==> config.mk <==
export PLATFORM = sky130hd
export DESIGN_NAME = adc_trig_ctrl
export DESIGN_NICKNAME = d
export VERILOG_FILES = /design/src/rtl/adc_trig_pkg.sv /design/src/rtl/adc_trig_edge.sv /design/src/rtl/adc_trig_regs.sv /design/src/rtl/adc_trig_seq.sv /design/src/rtl/adc_trig_ctrl.sv
export SDC_FILE = /design/constraint.sdc
export NUM_CORES = 1
export LEC_CHECK = 0
export ABC_CLOCK_PERIOD_IN_PS = 2800
export BUFFER_PORTS_ARGS = -buffer_cell sky130_fd_sc_hd__buf_2
export CAP_MARGIN = 20
export CORE_AREA = 2 2 39 41
export CTS_BUF_LIST = sky130_fd_sc_hd__clkbuf_4
export CTS_CLUSTER_SIZE = 20
export DETAILED_ROUTE_END_ITERATION = 12
export DIE_AREA = 0 0 41 43
export GPL_TIMING_DRIVEN = 0
export HOLD_SLACK_MARGIN = 0.12
export PLACE_DENSITY = 0.76
export SLEW_MARGIN = 20
export SYNTH_ARGS = -nofsm -noshare
export SYNTH_HDL_FRONTEND = slang
export SYNTH_SLANG_ARGS = --single-unit
==> constraint.sdc <==
create_clock -name clk -period 2.8 [get_ports clk]
set_input_delay 0.28 -clock clk [delete_from_list [all_inputs] [get_ports clk]]
set_output_delay 0.28 -clock clk [all_outputs]
set_load 0.03 [all_outputs]
==> src/rtl/adc_trig_pkg.sv <==
package adc_trig_pkg;
  localparam int DATA_W = 8;
  localparam int CHAN_W = 5;
  localparam logic [CHAN_W-1:0] CHAN_OFF = '1;

  localparam int ST_ACT = 7;
  localparam int ST_HW  = 6;
  localparam int ST_CEN = 5;
  localparam int ST_CGT = 4;

  function automatic logic chan_is_off(input logic [CHAN_W-1:0] code);
    return code == CHAN_OFF;
  endfunction

  function automatic logic [DATA_W-1:0] status_pack(input logic act, input logic hw,
                                                    input logic cen, input logic cgt);
    logic [DATA_W-1:0] v;
    v = '0;
    v[ST_ACT] = act;
    v[ST_HW]  = hw;
    v[ST_CEN] = cen;
    v[ST_CGT] = cgt;
    return v;
  endfunction

  function automatic logic [DATA_W-1:0] chan_pack(input logic [CHAN_W-1:0] code);
    logic [DATA_W-1:0] v;
    v = '0;
    v[CHAN_W-1:0] = code;
    return v;
  endfunction
endpackage

==> src/rtl/adc_trig_edge.sv <==
module adc_trig_edge (
  input  logic clk,
  input  logic rst_n,
  input  logic trig_in,
  output logic rise_o
);
  logic prev_q;

  always_ff @(posedge clk or negedge rst_n) begin
    if (!rst_n) prev_q <= 1'b0;
    else        prev_q <= trig_in;
  end

  assign rise_o = trig_in & ~prev_q;
endmodule

==> src/rtl/adc_trig_regs.sv <==
module adc_trig_regs
  import adc_trig_pkg::*;
(
  input  logic              clk,
  input  logic              rst_n,
  input  logic              bus_addr,
  input  logic              bus_wr,
  input  logic [DATA_W-1:0] bus_wdata,
  input  logic              active,
  output logic [DATA_W-1:0] bus_rdata,
  output logic              chan_wr,
  output logic [CHAN_W-1:0] chan_new,
  output logic [CHAN_W-1:0] chan_q,
  output logic              trig_hw,
  output logic              cmp_en,
  output logic              cmp_gt
);
  logic stat_wr;

  assign chan_wr  = bus_wr & ~bus_addr;
  assign stat_wr  = bus_wr &  bus_addr;
  assign chan_new = bus_wdata[CHAN_W-1:0];

  always_ff @(posedge clk or negedge rst_n) begin
    if (!rst_n) begin
      chan_q  <= CHAN_OFF;
      trig_hw <= 1'b0;
      cmp_en  <= 1'b0;
      cmp_gt  <= 1'b0;
    end else begin
      if (chan_wr) chan_q <= chan_new;
      if (stat_wr) begin
        trig_hw <= bus_wdata[ST_HW];
        cmp_en  <= bus_wdata[ST_CEN];
        cmp_gt  <= bus_wdata[ST_CGT];
      end
    end
  end

  always_comb begin
    if (bus_addr) bus_rdata = status_pack(active, trig_hw, cmp_en, cmp_gt);
    else          bus_rdata = chan_pack(chan_q);
  end
endmodule

==> src/rtl/adc_trig_seq.sv <==
module adc_trig_seq
  import adc_trig_pkg::*;
(
  input  logic              clk,
  input  logic              rst_n,
  input  logic              chan_wr,
  input  logic [CHAN_W-1:0] chan_new,
  input  logic [CHAN_W-1:0] chan_cur,
  input  logic              trig_hw,
  input  logic              hw_rise,
  input  logic              conv_done,
  output logic              active,
  output logic              start_evt,
  output logic              abort_evt,
  output logic              conv_start
);
  logic [CHAN_W-1:0] eff_code;
  logic              sw_start;
  logic              hw_start;

  assign eff_code  = chan_wr ? chan_new : chan_cur;
  assign sw_start  = chan_wr & ~trig_hw & ~chan_is_off(chan_new);
  assign hw_start  = trig_hw & hw_rise & ~active & ~chan_is_off(eff_code);
  assign start_evt = sw_start | hw_start;
  assign abort_evt = chan_wr & chan_is_off(chan_new) & active;

  always_ff @(posedge clk or negedge rst_n) begin
    if (!rst_n) begin
      active     <= 1'b0;
      conv_start <= 1'b0;
    end else begin
      conv_start <= start_evt;
      if (start_evt)                   active <= 1'b1;
      else if (abort_evt || conv_done) active <= 1'b0;
    end
  end
endmodule

==> src/rtl/adc_trig_ctrl.sv <==
module adc_trig_ctrl
  import adc_trig_pkg::*;
(
  input  logic              clk,
  input  logic              rst_n,
  input  logic              bus_addr,
  input  logic              bus_wr,
  input  logic [DATA_W-1:0] bus_wdata,
  output logic [DATA_W-1:0] bus_rdata,
  input  logic              hw_trig,
  input  logic              conv_done,
  output logic              conv_start,
  output logic [CHAN_W-1:0] conv_chan,
  output logic              cmp_en,
  output logic              cmp_gt
);
  logic              active_w;
  logic              trig_hw_w;
  logic              hw_rise_w;
  logic              chan_wr_w;
  logic [CHAN_W-1:0] chan_new_w;
  logic [CHAN_W-1:0] chan_q_w;
  logic              start_evt_w;
  logic              abort_evt_w;

  adc_trig_edge u_edge (
    .clk(clk), .rst_n(rst_n), .trig_in(hw_trig), .rise_o(hw_rise_w)
  );

  adc_trig_regs u_regs (
    .clk(clk), .rst_n(rst_n), .bus_addr(bus_addr), .bus_wr(bus_wr),
    .bus_wdata(bus_wdata), .active(active_w), .bus_rdata(bus_rdata),
    .chan_wr(chan_wr_w), .chan_new(chan_new_w), .chan_q(chan_q_w),
    .trig_hw(trig_hw_w), .cmp_en(cmp_en), .cmp_gt(cmp_gt)
  );

  adc_trig_seq u_seq (
    .clk(clk), .rst_n(rst_n), .chan_wr(chan_wr_w), .chan_new(chan_new_w),
    .chan_cur(chan_q_w), .trig_hw(trig_hw_w), .hw_rise(hw_rise_w),
    .conv_done(conv_done), .active(active_w), .start_evt(start_evt_w),
    .abort_evt(abort_evt_w), .conv_start(conv_start)
  );

  assign conv_chan = chan_q_w;
endmodule

==> results.md <==
- Buffers added on ports: 27
- Postcts setup bufs: 0
- Met3 GRT Util: 0.03141
- DRC: 0
- Largest fanout on the critical path: 4
- Detailed placement HPWL: roughly 900 µm
- Synth area leader: dfrtp_1
- Synth-to-Final Area Change: 36.61%
- Relative slew slack: 0.8352
- Initial antenna violation count: 0
- Critical path class: register to output pin
- Most numerous cell in the Yosys netlist: mux2_2
- Share of layout cells above drive strength 1: 0.7432
- Most common flop cell mapped by yosys: dfrtp_1
- Worst reg2reg path endpoint: u_seq.active$_DFFE_PN0P_
- Root Buffer: clkbuf_4
- Final std cells w/o fill: 90
- Global-route wire length before repair: between 1.5 and 2 mm
- Max incr delay on CP: 0.56 ns
- Post-synth EDFFs: 0
- CTS Buf Count: 3
- Initial DRC Count: 6
- RSZ-0062 raised after global routing: false
- #FFs+latches synth: 11
- Via density: around 5
- Ys Warns: 0
- Worst vdd ir: ~0.28 mV
- Switching power: 0.1627 mW
- Mapped cell area: ~560 µm²
- Total power: 0.4799 mW
- Post-Place Setup Slack: about 1.6 ns
- Final instance area: approximately 770 µm²
- Worst Path Required: roughly 2.5 ns
- Finish-stage setup viols: 0
- HP Start: bus_wdata[6]
- Final setup margin: 1.381 ns
- Critical-path cell list: mux2_2, buf_2
- Hold Crit Class: primary input to register
- Logic pwr share: 0.329
- Syn_area_per_cell: ~14 µm²
- TNS Setup: 0 ns
- Post-synth cell types: 18
- Fmax: 704.9 MHz
- Actual slew at the worst max-slew pin: 0.2472 ns
- Synth top area cells: dfrtp_1 27%, dfstp_2 23%, mux2_2 18%, and2b_2 6.3%, and2_2 4.0%
- Seq pwr share: 0.430
- Slew Limit Fails: 0
- Top-level I/O count: 30
- Sw frac: 0.3389
- Post-synth ARST share: 1.000
- Pint: between 0.3 and 0.4 mW
- Clock Latency Late Sink: between 0.2 and 0.3 ns
- Worst EP arrival: 1.14 ns
- Yosys top cell area share: 0.2679
- Drt pass-1 iters: 4
- CP max-delay cell: dfstp_2
- Critical path launch point type: register
- Largest net degree at the start of global routing: 12
- Via count: 448
- Max Cap Violations: 0
- WL/cell: around 13 µm
- Layout fillers: around 130
- WL final: roughly 1.2 mm
- Total area of sequential cells: about 280 µm²
- Die area: 1763 µm²
- Worst-path clk slew: about 0.070 ns
- Seq/Total Area, Yosys: 0.5022
- Dpl cells: 84
- CTS tree: yes
- Mapped Nets: 55
- Met1 GRT Util: 0.1973
- Layout net count: between 80 and 90
- M2 GR Usage: 0.2438
- Post-cts sizing count: 0
- Htree depth: 1
- Starting Density: 0.4051
- Post-DRT Antenna Nets: 0
- Util after Layout: 0.5533
- Synthesized instance count: 41
- GR peak layer: met2
- Crit end category: output pin
- Final Hold Fails: 0
- # hold bufs at CTS: 1
- Vias in the first global route: a little over 400
- Worst hold stages: 2
- Clock Skew: approximately 0.0032 ns
- Cell count of the worst reg-to-reg path: 3
- PwrDens: 626.8 nW/µm²
- Die height: around 43 µm
- Grt total ovfl: 0
- R2R Path Start: u_regs.chan_q[0]$_DFF_PN1_
- N_diodes: 0
- Flop-to-flop setup slack: 1.54 ns
- Clock Power Share: 0.242
- Period utilisation layout: 0.5066
- Fin crit period: between 1 and 1.5 ns
- Multi-input gate area: 256.5 µm²
- WHS: about 0.25 ns
- Rows: 14
- Hold Crit Endpoint: u_regs.trig_hw$_DFFE_PN0P_
- GP Congestion: 0.7479
- Leakage: 0.3851 nW
- CTS sink cnt: 11
- GRT Util Overall: 0.1606
- Die W: 41 µm
- CTS Buffer Depth: 2
- Area of the core: about 1400 µm²
- Most frequent cells after synthesis: 9 x mux2_2, 6 x dfrtp_1, 5 x dfstp_2, 4 x and2b_2, 3 x and2_2
- Cell Area, Placed: 715.7 µm²
- Status: finished clean
-- logic make-up after synthesis --
group	share of synthesized area
muxes	0.2009
and+or+nand+nor	0.2143
buffers and inverters	0.04018
DFF	0.5022
AOI/OAI and AO/OA	0.04242
-- per-layer routing --
layer | vias up | wire, µm
met4 | 0 | 19
met3 | 2 | 45
met2 | 10 | 637
met5 | - | 0
met1 | 223 | 453
li1 | 213 | -
-- cell type report --
| cell class | count | share of cell area |
|---|---|---|
| plain buffers | 2 | 0.02941 |
| clock buffers | 4 | 0.03922 |
| multi-input cells | 28 | 0.3350 |
| flip-flops and latches | 11 | 0.3676 |
| well taps | 16 | 0.02614 |
| repair buffers | 29 | 0.2026 |
-- critical path: cells and delay by family, from the launching register on --
| family | cells | cell delay [ns] |
|---|---|---|
| buf+inv | 1 | 0.18 |
| flops | 1 | 0.56 |
| mux | 1 | 0.14 |
-- power by group through the flow --
stage          logic, mW  clock network (mW)  registers, mW
5_1_grt            0.168               0.128          0.210
4_1_cts            0.158               0.119          0.206
3_3_place_gp       0.154                   0          0.208
2_1_floorplan     0.0765                   0          0.241
6_report           0.158               0.116          0.206
3_5_place_dp       0.157                   0          0.209
-- flip-flops by register name, indices dropped and copies added, names as in the netlist --
name / count
u_regs.cmp_en: 1
u_regs.trig_hw: 1
u_seq.active: 1
u_edge.prev_q: 1
u_regs.chan_q: 5
u_regs.cmp_gt: 1
u_seq.conv_start: 1
-- how the worst max path moves through the flow --
stage,startpoint,endpoint,cells past startpoint
final,u_regs.chan_q[4]$_DFF_PN1_,bus_rdata[4],2
after floorplan,u_regs.chan_q[1]$_DFF_PN1_,u_seq.active$_DFFE_PN0P_,3
after detailed placement,u_regs.chan_q[0]$_DFF_PN1_,u_seq.active$_DFFE_PN0P_,3
after global placement,u_regs.chan_q[0]$_DFF_PN1_,u_seq.active$_DFFE_PN0P_,3
after CTS,u_regs.chan_q[4]$_DFF_PN1_,bus_rdata[4],2
after global routing,u_regs.chan_q[4]$_DFF_PN1_,bus_rdata[4],2
-- layout by cell type, fill, tap and decap left out --
master / count
buf_2: 27
mux2_2: 9
dfrtp_1: 6
dfstp_2: 5
and2b_2: 4
clkbuf_4: 4
and2_2: 3
buf_6: 2
dlygate4sd3_1: 2
nor2b_4: 1
and3_1: 1
nand4bb_1: 1
a31oi_1: 1
and4_1: 1
a22oi_1: 1
mux2_1: 1
nand2_1: 1
nor2b_1: 1
nand3_1: 1
nand3b_1: 1
o311a_1: 1
Note: power is estimated with default switching activity, not from simulation.
